==> src/rtl/charmem_xfer_pkg.sv <==
package charmem_xfer_pkg;
  localparam logic [7:0] CH_NUL   = 8'h00;
  localparam logic [7:0] CH_SOT   = 8'h02;
  localparam logic [7:0] CH_ENQ   = 8'h05;
  localparam logic [7:0] CH_ESC   = 8'h1B;
  localparam logic [7:0] CH_DEL   = 8'h7F;
  localparam logic [7:0] CH_SPACE = 8'h20;

  typedef enum logic [1:0] {HDR_HUNT, HDR_SOT, HDR_ACTIVE} hdr_state_e;

  function automatic logic is_text(input logic [7:0] c);
    return (c >= 8'h20) && (c <= 8'h7E);
  endfunction

  function automatic logic is_never(input logic [7:0] c);
    return (c == CH_NUL) || (c == CH_ENQ) || (c == CH_DEL);
  endfunction
endpackage

==> src/rtl/charmem_rx_front.sv <==
module charmem_rx_front
  import charmem_xfer_pkg::*;
#(
  parameter logic [7:0] DEV_ADDR = 8'h31
) (
  input  logic       clk_i,
  input  logic       rst_ni,
  input  logic       rx_en_i,
  input  logic       rx_valid_i,
  input  logic [7:0] rx_data_i,
  input  logic       take_i,
  output logic       rx_ready_o,
  output logic       active_o,
  output logic       full_o,
  output logic [7:0] buf_o
);
  hdr_state_e state_q;
  logic       esc_q, full_q;
  logic [7:0] buf_q;
  logic       accept, keep_c, esc_set_c;

  assign rx_ready_o = !(state_q == HDR_ACTIVE && full_q);
  assign accept     = rx_en_i && rx_valid_i && rx_ready_o;
  assign keep_c     = (is_text(rx_data_i) || esc_q) && !is_never(rx_data_i);
  assign esc_set_c  = !esc_q && (rx_data_i == CH_ESC);

  always_ff @(posedge clk_i or negedge rst_ni) begin
    if (!rst_ni) begin
      state_q <= HDR_HUNT;
      esc_q   <= 1'b0;
      full_q  <= 1'b0;
      buf_q   <= CH_SPACE;
    end else if (!rx_en_i) begin
      state_q <= HDR_HUNT;
      esc_q   <= 1'b0;
      full_q  <= 1'b0;
    end else begin
      if (take_i) full_q <= 1'b0;
      if (accept) begin
        unique case (state_q)
          HDR_HUNT: if (rx_data_i == CH_SOT) state_q <= HDR_SOT;
          HDR_SOT: begin
            if (rx_data_i == DEV_ADDR)    state_q <= HDR_ACTIVE;
            else if (rx_data_i != CH_SOT) state_q <= HDR_HUNT;
          end
          HDR_ACTIVE: begin
            full_q <= keep_c;
            if (keep_c) buf_q <= rx_data_i;
            esc_q <= esc_set_c;
          end
          default: state_q <= HDR_HUNT;
        endcase
      end
    end
  end

  assign active_o = (state_q == HDR_ACTIVE);
  assign full_o   = full_q;
  assign buf_o    = buf_q;

  // refused byte leaves buffer alone
  assert_hold_R3: assert property (@(posedge clk_i) disable iff (!rst_ni)
    (rx_en_i && rx_valid_i && !rx_ready_o && !take_i) |=> (full_q && $stable(buf_q)));

  assert_never_code_R7: assert property (@(posedge clk_i) disable iff (!rst_ni)
    (accept && state_q == HDR_ACTIVE && is_never(rx_data_i)) |=> !full_q);

  assert_hdr_addr_R2: assert property (@(posedge clk_i) disable iff (!rst_ni)
    $rose(active_o) |-> ($past(rx_valid_i) && $past(rx_data_i) == DEV_ADDR));

  assert_disable_R8: assert property (@(posedge clk_i) disable iff (!rst_ni)
    !rx_en_i |=> (!full_q && !active_o));
endmodule

==> src/rtl/charmem_loop_mem.sv <==
module charmem_loop_mem
  import charmem_xfer_pkg::*;
#(
  parameter int N  = 64,
  parameter int W  = 8,
  localparam int AW = $clog2(N)
) (
  input  logic          clk_i,
  input  logic          rst_ni,
  input  logic [AW-1:0] cursor_i,
  input  logic          wr_en_i,
  input  logic [W-1:0]  wr_data_i,
  output logic          hit_o,
  output logic [W-1:0]  rd_data_o
);
  logic [AW-1:0] rot_q;
  logic [W-1:0]  mem_q [N];

  assign hit_o     = (rot_q == cursor_i);
  assign rd_data_o = mem_q[rot_q];

  always_ff @(posedge clk_i or negedge rst_ni) begin
    if (!rst_ni) begin
      rot_q <= '0;
      for (int i = 0; i < N; i++) mem_q[i] <= W'(CH_SPACE);
    end else begin
      rot_q <= (rot_q == AW'(N-1)) ? '0 : rot_q + 1'b1;
      if (wr_en_i) mem_q[rot_q] <= wr_data_i;
    end
  end

  assert_rot_wrap_R5: assert property (@(posedge clk_i) disable iff (!rst_ni)
    (rot_q == AW'(N-1)) |=> (rot_q == '0));

  assert_rot_step_R5: assert property (@(posedge clk_i) disable iff (!rst_ni)
    (rot_q != AW'(N-1)) |=> (rot_q == $past(rot_q) + 1'b1));
endmodule

==> src/rtl/charmem_tx_fifo.sv <==
module charmem_tx_fifo #(
  parameter int DEPTH = 2,
  parameter int W     = 8,
  localparam int PW   = (DEPTH > 1) ? $clog2(DEPTH) : 1,
  localparam int CW   = $clog2(DEPTH + 1)
) (
  input  logic         clk_i,
  input  logic         rst_ni,
  input  logic         push_i,
  input  logic [W-1:0] data_i,
  input  logic         ack_i,
  output logic         valid_o,
  output logic [W-1:0] data_o,
  output logic         space_o
);
  logic [W-1:0]  slot_q [DEPTH];
  logic [PW-1:0] rd_q, wr_q;
  logic [CW-1:0] cnt_q;
  logic          pop;

  assign valid_o = (cnt_q != '0);
  assign space_o = (cnt_q < CW'(DEPTH));
  assign data_o  = slot_q[rd_q];
  assign pop     = ack_i && valid_o;

  function automatic logic [PW-1:0] nxt(input logic [PW-1:0] p);
    return (p == PW'(DEPTH-1)) ? '0 : p + 1'b1;
  endfunction

  always_ff @(posedge clk_i or negedge rst_ni) begin
    if (!rst_ni) begin
      rd_q  <= '0;
      wr_q  <= '0;
      cnt_q <= '0;
      for (int i = 0; i < DEPTH; i++) slot_q[i] <= '0;
    end else begin
      if (push_i) begin
        slot_q[wr_q] <= data_i;
        wr_q <= nxt(wr_q);
      end
      if (pop) rd_q <= nxt(rd_q);
      cnt_q <= cnt_q + CW'(push_i) - CW'(pop);
    end
  end

  assert_no_overflow_R10: assert property (@(posedge clk_i) disable iff (!rst_ni)
    push_i |-> space_o);

  assert_head_hold_R10: assert property (@(posedge clk_i) disable iff (!rst_ni)
    (valid_o && !ack_i) |=> (valid_o && $stable(data_o)));
endmodule

==> src/rtl/charmem_xfer_ctrl.sv <==
module charmem_xfer_ctrl
  import charmem_xfer_pkg::*;
#(
  parameter int         N        = 64,
  parameter int         TX_DEPTH = 2,
  parameter logic [7:0] DEV_ADDR = 8'h31,
  localparam int        AW       = $clog2(N)
) (
  input  logic          clk_i,
  input  logic          rst_ni,
  input  logic          rx_en_i,
  input  logic          rx_valid_i,
  input  logic [7:0]    rx_data_i,
  output logic          rx_ready_o,
  output logic          rx_active_o,
  input  logic          tx_req_i,
  output logic [7:0]    tx_data_o,
  output logic          tx_valid_o,
  input  logic          tx_ack_i,
  output logic [AW-1:0] cursor_o,
  output logic          cursor_step_o
);
  logic [AW-1:0] cursor_q;
  logic          step_q;
  logic          hit, rx_full, rx_wr, tx_push, tx_space, adv;
  logic [7:0]    rx_buf, rd_data;

  charmem_rx_front #(.DEV_ADDR(DEV_ADDR)) rx_i (
    .clk_i, .rst_ni, .rx_en_i, .rx_valid_i, .rx_data_i,
    .take_i(rx_wr), .rx_ready_o, .active_o(rx_active_o),
    .full_o(rx_full), .buf_o(rx_buf)
  );

  charmem_loop_mem #(.N(N), .W(8)) mem_i (
    .clk_i, .rst_ni, .cursor_i(cursor_q), .wr_en_i(rx_wr),
    .wr_data_i(rx_buf), .hit_o(hit), .rd_data_o(rd_data)
  );

  charmem_tx_fifo #(.DEPTH(TX_DEPTH), .W(8)) txq_i (
    .clk_i, .rst_ni, .push_i(tx_push), .data_i(rd_data), .ack_i(tx_ack_i),
    .valid_o(tx_valid_o), .data_o(tx_data_o), .space_o(tx_space)
  );

  // single transfer enable: one direction per slot pass
  assign rx_wr   = rx_en_i && rx_active_o && rx_full && hit;
  assign tx_push = !rx_en_i && tx_req_i && tx_space && hit;
  assign adv     = rx_wr || tx_push;

  always_ff @(posedge clk_i or negedge rst_ni) begin
    if (!rst_ni) begin
      cursor_q <= '0;
      step_q   <= 1'b0;
    end else begin
      step_q <= adv;
      if (adv) cursor_q <= (cursor_q == AW'(N-1)) ? '0 : cursor_q + 1'b1;
    end
  end

  assign cursor_o      = cursor_q;
  assign cursor_step_o = step_q;

  assert_wr_at_slot_R5: assert property (@(posedge clk_i) disable iff (!rst_ni)
    adv |-> hit);

  assert_cursor_wrap_R11: assert property (@(posedge clk_i) disable iff (!rst_ni)
    (adv && cursor_q == AW'(N-1)) |=> (cursor_q == '0));

  assert_step_pulse_R4: assert property (@(posedge clk_i) disable iff (!rst_ni)
    cursor_step_o |-> (cursor_q != $past(cursor_q)));
endmodule

==> config.mk <==
export PLATFORM = sky130hd
export DESIGN_NAME = charmem_xfer_ctrl
export DESIGN_NICKNAME = d
export VERILOG_FILES = /design/src/rtl/charmem_xfer_pkg.sv /design/src/rtl/charmem_rx_front.sv /design/src/rtl/charmem_loop_mem.sv /design/src/rtl/charmem_tx_fifo.sv /design/src/rtl/charmem_xfer_ctrl.sv
export SDC_FILE = /design/constraint.sdc
export NUM_CORES = 1
export LEC_CHECK = 0
export BUFFER_PORTS_ARGS = -buffer_cell sky130_fd_sc_hd__buf_4
export CORE_UTILIZATION = 35
export DETAILED_ROUTE_END_ITERATION = 6
export HOLD_SLACK_MARGIN = 0.05
export PLACE_DENSITY_LB_ADDON = 0.25
export SLEW_MARGIN = 20
export SYNTH_ARGS = -nofsm -noshare
export SYNTH_HDL_FRONTEND = slang
export SYNTH_SLANG_ARGS = --single-unit
==> constraint.sdc <==
create_clock -name clk_i -period 4.82 [get_ports clk_i]
set_input_delay 0.482 -clock clk_i [delete_from_list [all_inputs] [get_ports clk_i]]
set_output_delay 0.482 -clock clk_i [all_outputs]
set_load 0.1 [all_outputs]
==> metrics <==
status finished, final reports clean; CORE AREA 0.0721 mm²; number of synthesized flops with an enable pin 0; fill cell count 6728; slew margin rel. 0.292; Most used DFF post-synth dfrtp_1; RSZ-0062 raised after global routing no; register area 0.0140 mm²; RR Endpoint mem_i.mem_q[266]; CTS tree yes; global-route wire length before repair 107 mm; setup TNS 0 ns; layout cells sized above 1 0.426; vias in the first global route 16800; Hold Worst Slack 0.134 ns; post-synthesis async set-or-reset flop share 1.00; NetSw 2150 µW; total chip power 9490 µW; Final setup viols 0; total number of vias 16000; Power Dens Cells 329 mW/mm²; hold buffer count at cts 1; Post-DP HPWL 41.5 mm; clk sinks 557; Post-CTS Setup Repair Bufs 0; floorplan die area 0.0745 mm²; critical path arrival 4.21 ns; pin count of the biggest net entering global routing 115; 1st-iter DRT viols 1019; post-route minimum period 3.72 ns; actual slew at the worst max-slew pin 1.06 ns; worst skew pair latency 0.62 ns; Core Util, Final 0.400; worst hold path class in -> reg; Mean Syn Cell Area 13.4 µm²; initial antenna violation count 1; CP Class reg -> reg; period utilization 0.771; r2r setup slk 1.10 ns; DRT Pass-1 Iters 5; switching share of power 0.227; CTS Buf Count 59; Total GRT Usage 0.187; Reg clk slew, reported paths 0.06 ns; wire per inst 23.7 µm; Max-cap violations 0; yosys warns 0; Antenna Nets Post-Route 0; NumNets Final 1908; worst vdd ir 0.292 mV; most frequent cells in the layout mux2_2 (513), dfrtp_1 (484), mux2i_1 (159); nature of the critical path endpoint register; Die Ht 273 µm; Setup Skew 0.0153 ns; Comb pwr share 0.034; Max Clk Rate 269 MHz; grt total ovfl 0; Worst Hold Launch rx_data_i[7]; Post-Synthesis Cell Area 0.0257 mm²; clock power share 0.467; critical path peak fanout 47; sequential group share of total power 0.499; final hold violation count 0; Synth-to-Final Area Change 12.3%; Final Max Tran Viols 0; worst hold endpoint rx_i.buf_o[7]; Gate Count Post-Synth 1915; I/O Pins 32; Critical Path Source mem_i.rot_q[2]; Synth cell types 54; RePlAce Congestion 0.777; Resize count post-CTS 0; crit path launch type register; DRC 0; Initial Util 0.356; Critical Path RT 5.32 ns; Vias/cell 5.54; Horiz. Die Dim 273 µm; multi-input logic area 0.0111 mm²; Pleak 0.0126 µW; hold path depth 2; Int Pwr 7340 µW; clock root buffer clkbuf_16; commonest non-fill, non-tap cell in the layout mux2_2; CTS Buffer Depth 3; # rows 98; final WL 68.5 mm; H-tree depth 2; Seq/Total Area, Yosys 0.546; r2r startpoint mem_i.rot_q[2]; Reg2Reg Depth 6; port bufs 31; Syn Nets 1933; FF+latch count, synth 557
## how the worst max path moves through the flow
stage,endpoint,slack (ns),cells after the start
after detailed placement,txq_i.slot_q[1],1.0,7
after global routing,mem_i.mem_q[268],0.91,6
after floorplan,mem_i.mem_q[288],1.18,7
after global placement,txq_i.slot_q[1],1.04,7
after CTS,txq_i.slot_q[9],0.99,7
final,mem_i.mem_q[266],1.10,6
## cell type report
class	instances	area share
sequential	557	0.487
multi-input combinational	1208	0.385
clock buffer	89	0.0596
tap	950	0.0412
timing repair buffer	61	0.0210
clock inverter	20	0.00560
inverter	3	0.000390
antenna	1	0.0000868
## critical path: stages, from the launching register on
cell,delay (ns)
dfrtp_4,1.00
xnor2_1,0.19
nand2_1,0.15
nor4_2,0.41
nand2_1,0.74
nor2_2,0.69
mux2_2,0.40
## stage by stage
step	worst slack (ns)	instance area (µm²)	cells
final	1.10	28800	2889
after global routing	0.910	28800	2888
after CTS	0.986	28800	2888
after detailed placement	0.996	26900	2778
after global placement	1.04	26900	2778
after floorplan	1.18	25700	1915
## cells in the mapped netlist (3+ instances only)
master	n	area, µm²
o31ai_1	3	22.5
xor2_1	3	26.3
mux2_1	23	259
nor2_1	29	109
nor3b_1	19	143
nor3_1	3	15.0
nor2_2	32	200
clkbuf_1	107	402
a21oi_1	22	110
buf_1	26	97.6
nor4_1	10	62.6
nand2_1	35	131
o211ai_1	6	45.0
nor2_4	4	45.0
a221oi_1	62	543
mux2_2	513	5780
ha_1	4	50.1
nor4b_1	5	43.8
dfrtp_1	492	12300
a221o_1	18	180
a22oi_1	3	22.5
o22ai_1	75	469
xnor2_1	12	105
and3_1	4	25.0
nand2b_1	5	31.3
o22a_1	25	219
nand4_1	7	43.8
nor2b_1	3	18.8
nand3_1	5	25.0
or4_1	3	22.5
mux2i_1	159	1590
a21boi_0	3	22.5
nand3b_1	3	22.5
dfstp_2	65	1710
o21ai_0	35	175
and2_1	3	18.8
o211a_1	3	30.0
buf_2	14	70.1
or3_1	3	18.8
or2_2	7	43.8
o21a_1	16	120
nand2_2	32	200
## registers in the layout (all words and copies together) (netlist names)
register and count:
mem_i.mem_q 512, txq_i.slot_q 16, rx_i.buf_o 8, cursor_o 6, mem_i.rot_q 6, rx_i.state_q 2, txq_i.cnt_q 2, cursor_step_o 1
rx_i.esc_q 1, rx_i.full_o 1, txq_i.rd_q 1, txq_i.wr_q 1
## power groups by stage
| stage | sequential (µW) | combinational, µW | clock (µW) |
|---|---|---|---|
| floorplan | 4800 | 183 | 0 |
| global placement | 4810 | 323 | 0 |
| detailed placement | 4810 | 330 | 0 |
| CTS | 4730 | 333 | 4560 |
| global route | 4730 | 354 | 4750 |
| finish | 4730 | 324 | 4430 |
## layer usage
metal,routed length (µm),GRT usage
met1,31800,0.262
met2,32300,0.299
met3,2970,0.0316
met4,1390,0.0457
met5,0,0
## cells by family after synthesis
group,count (synthesis),synth area share
compound gates,276,0.0780
xor+xnor,15,0.00511
fa+ha+maj,4,0.00195
buf+inv,150,0.0226
flops,557,0.546
mux,695,0.297
simple gates,218,0.0496
Note: power is estimated with default switching activity, not from simulation.
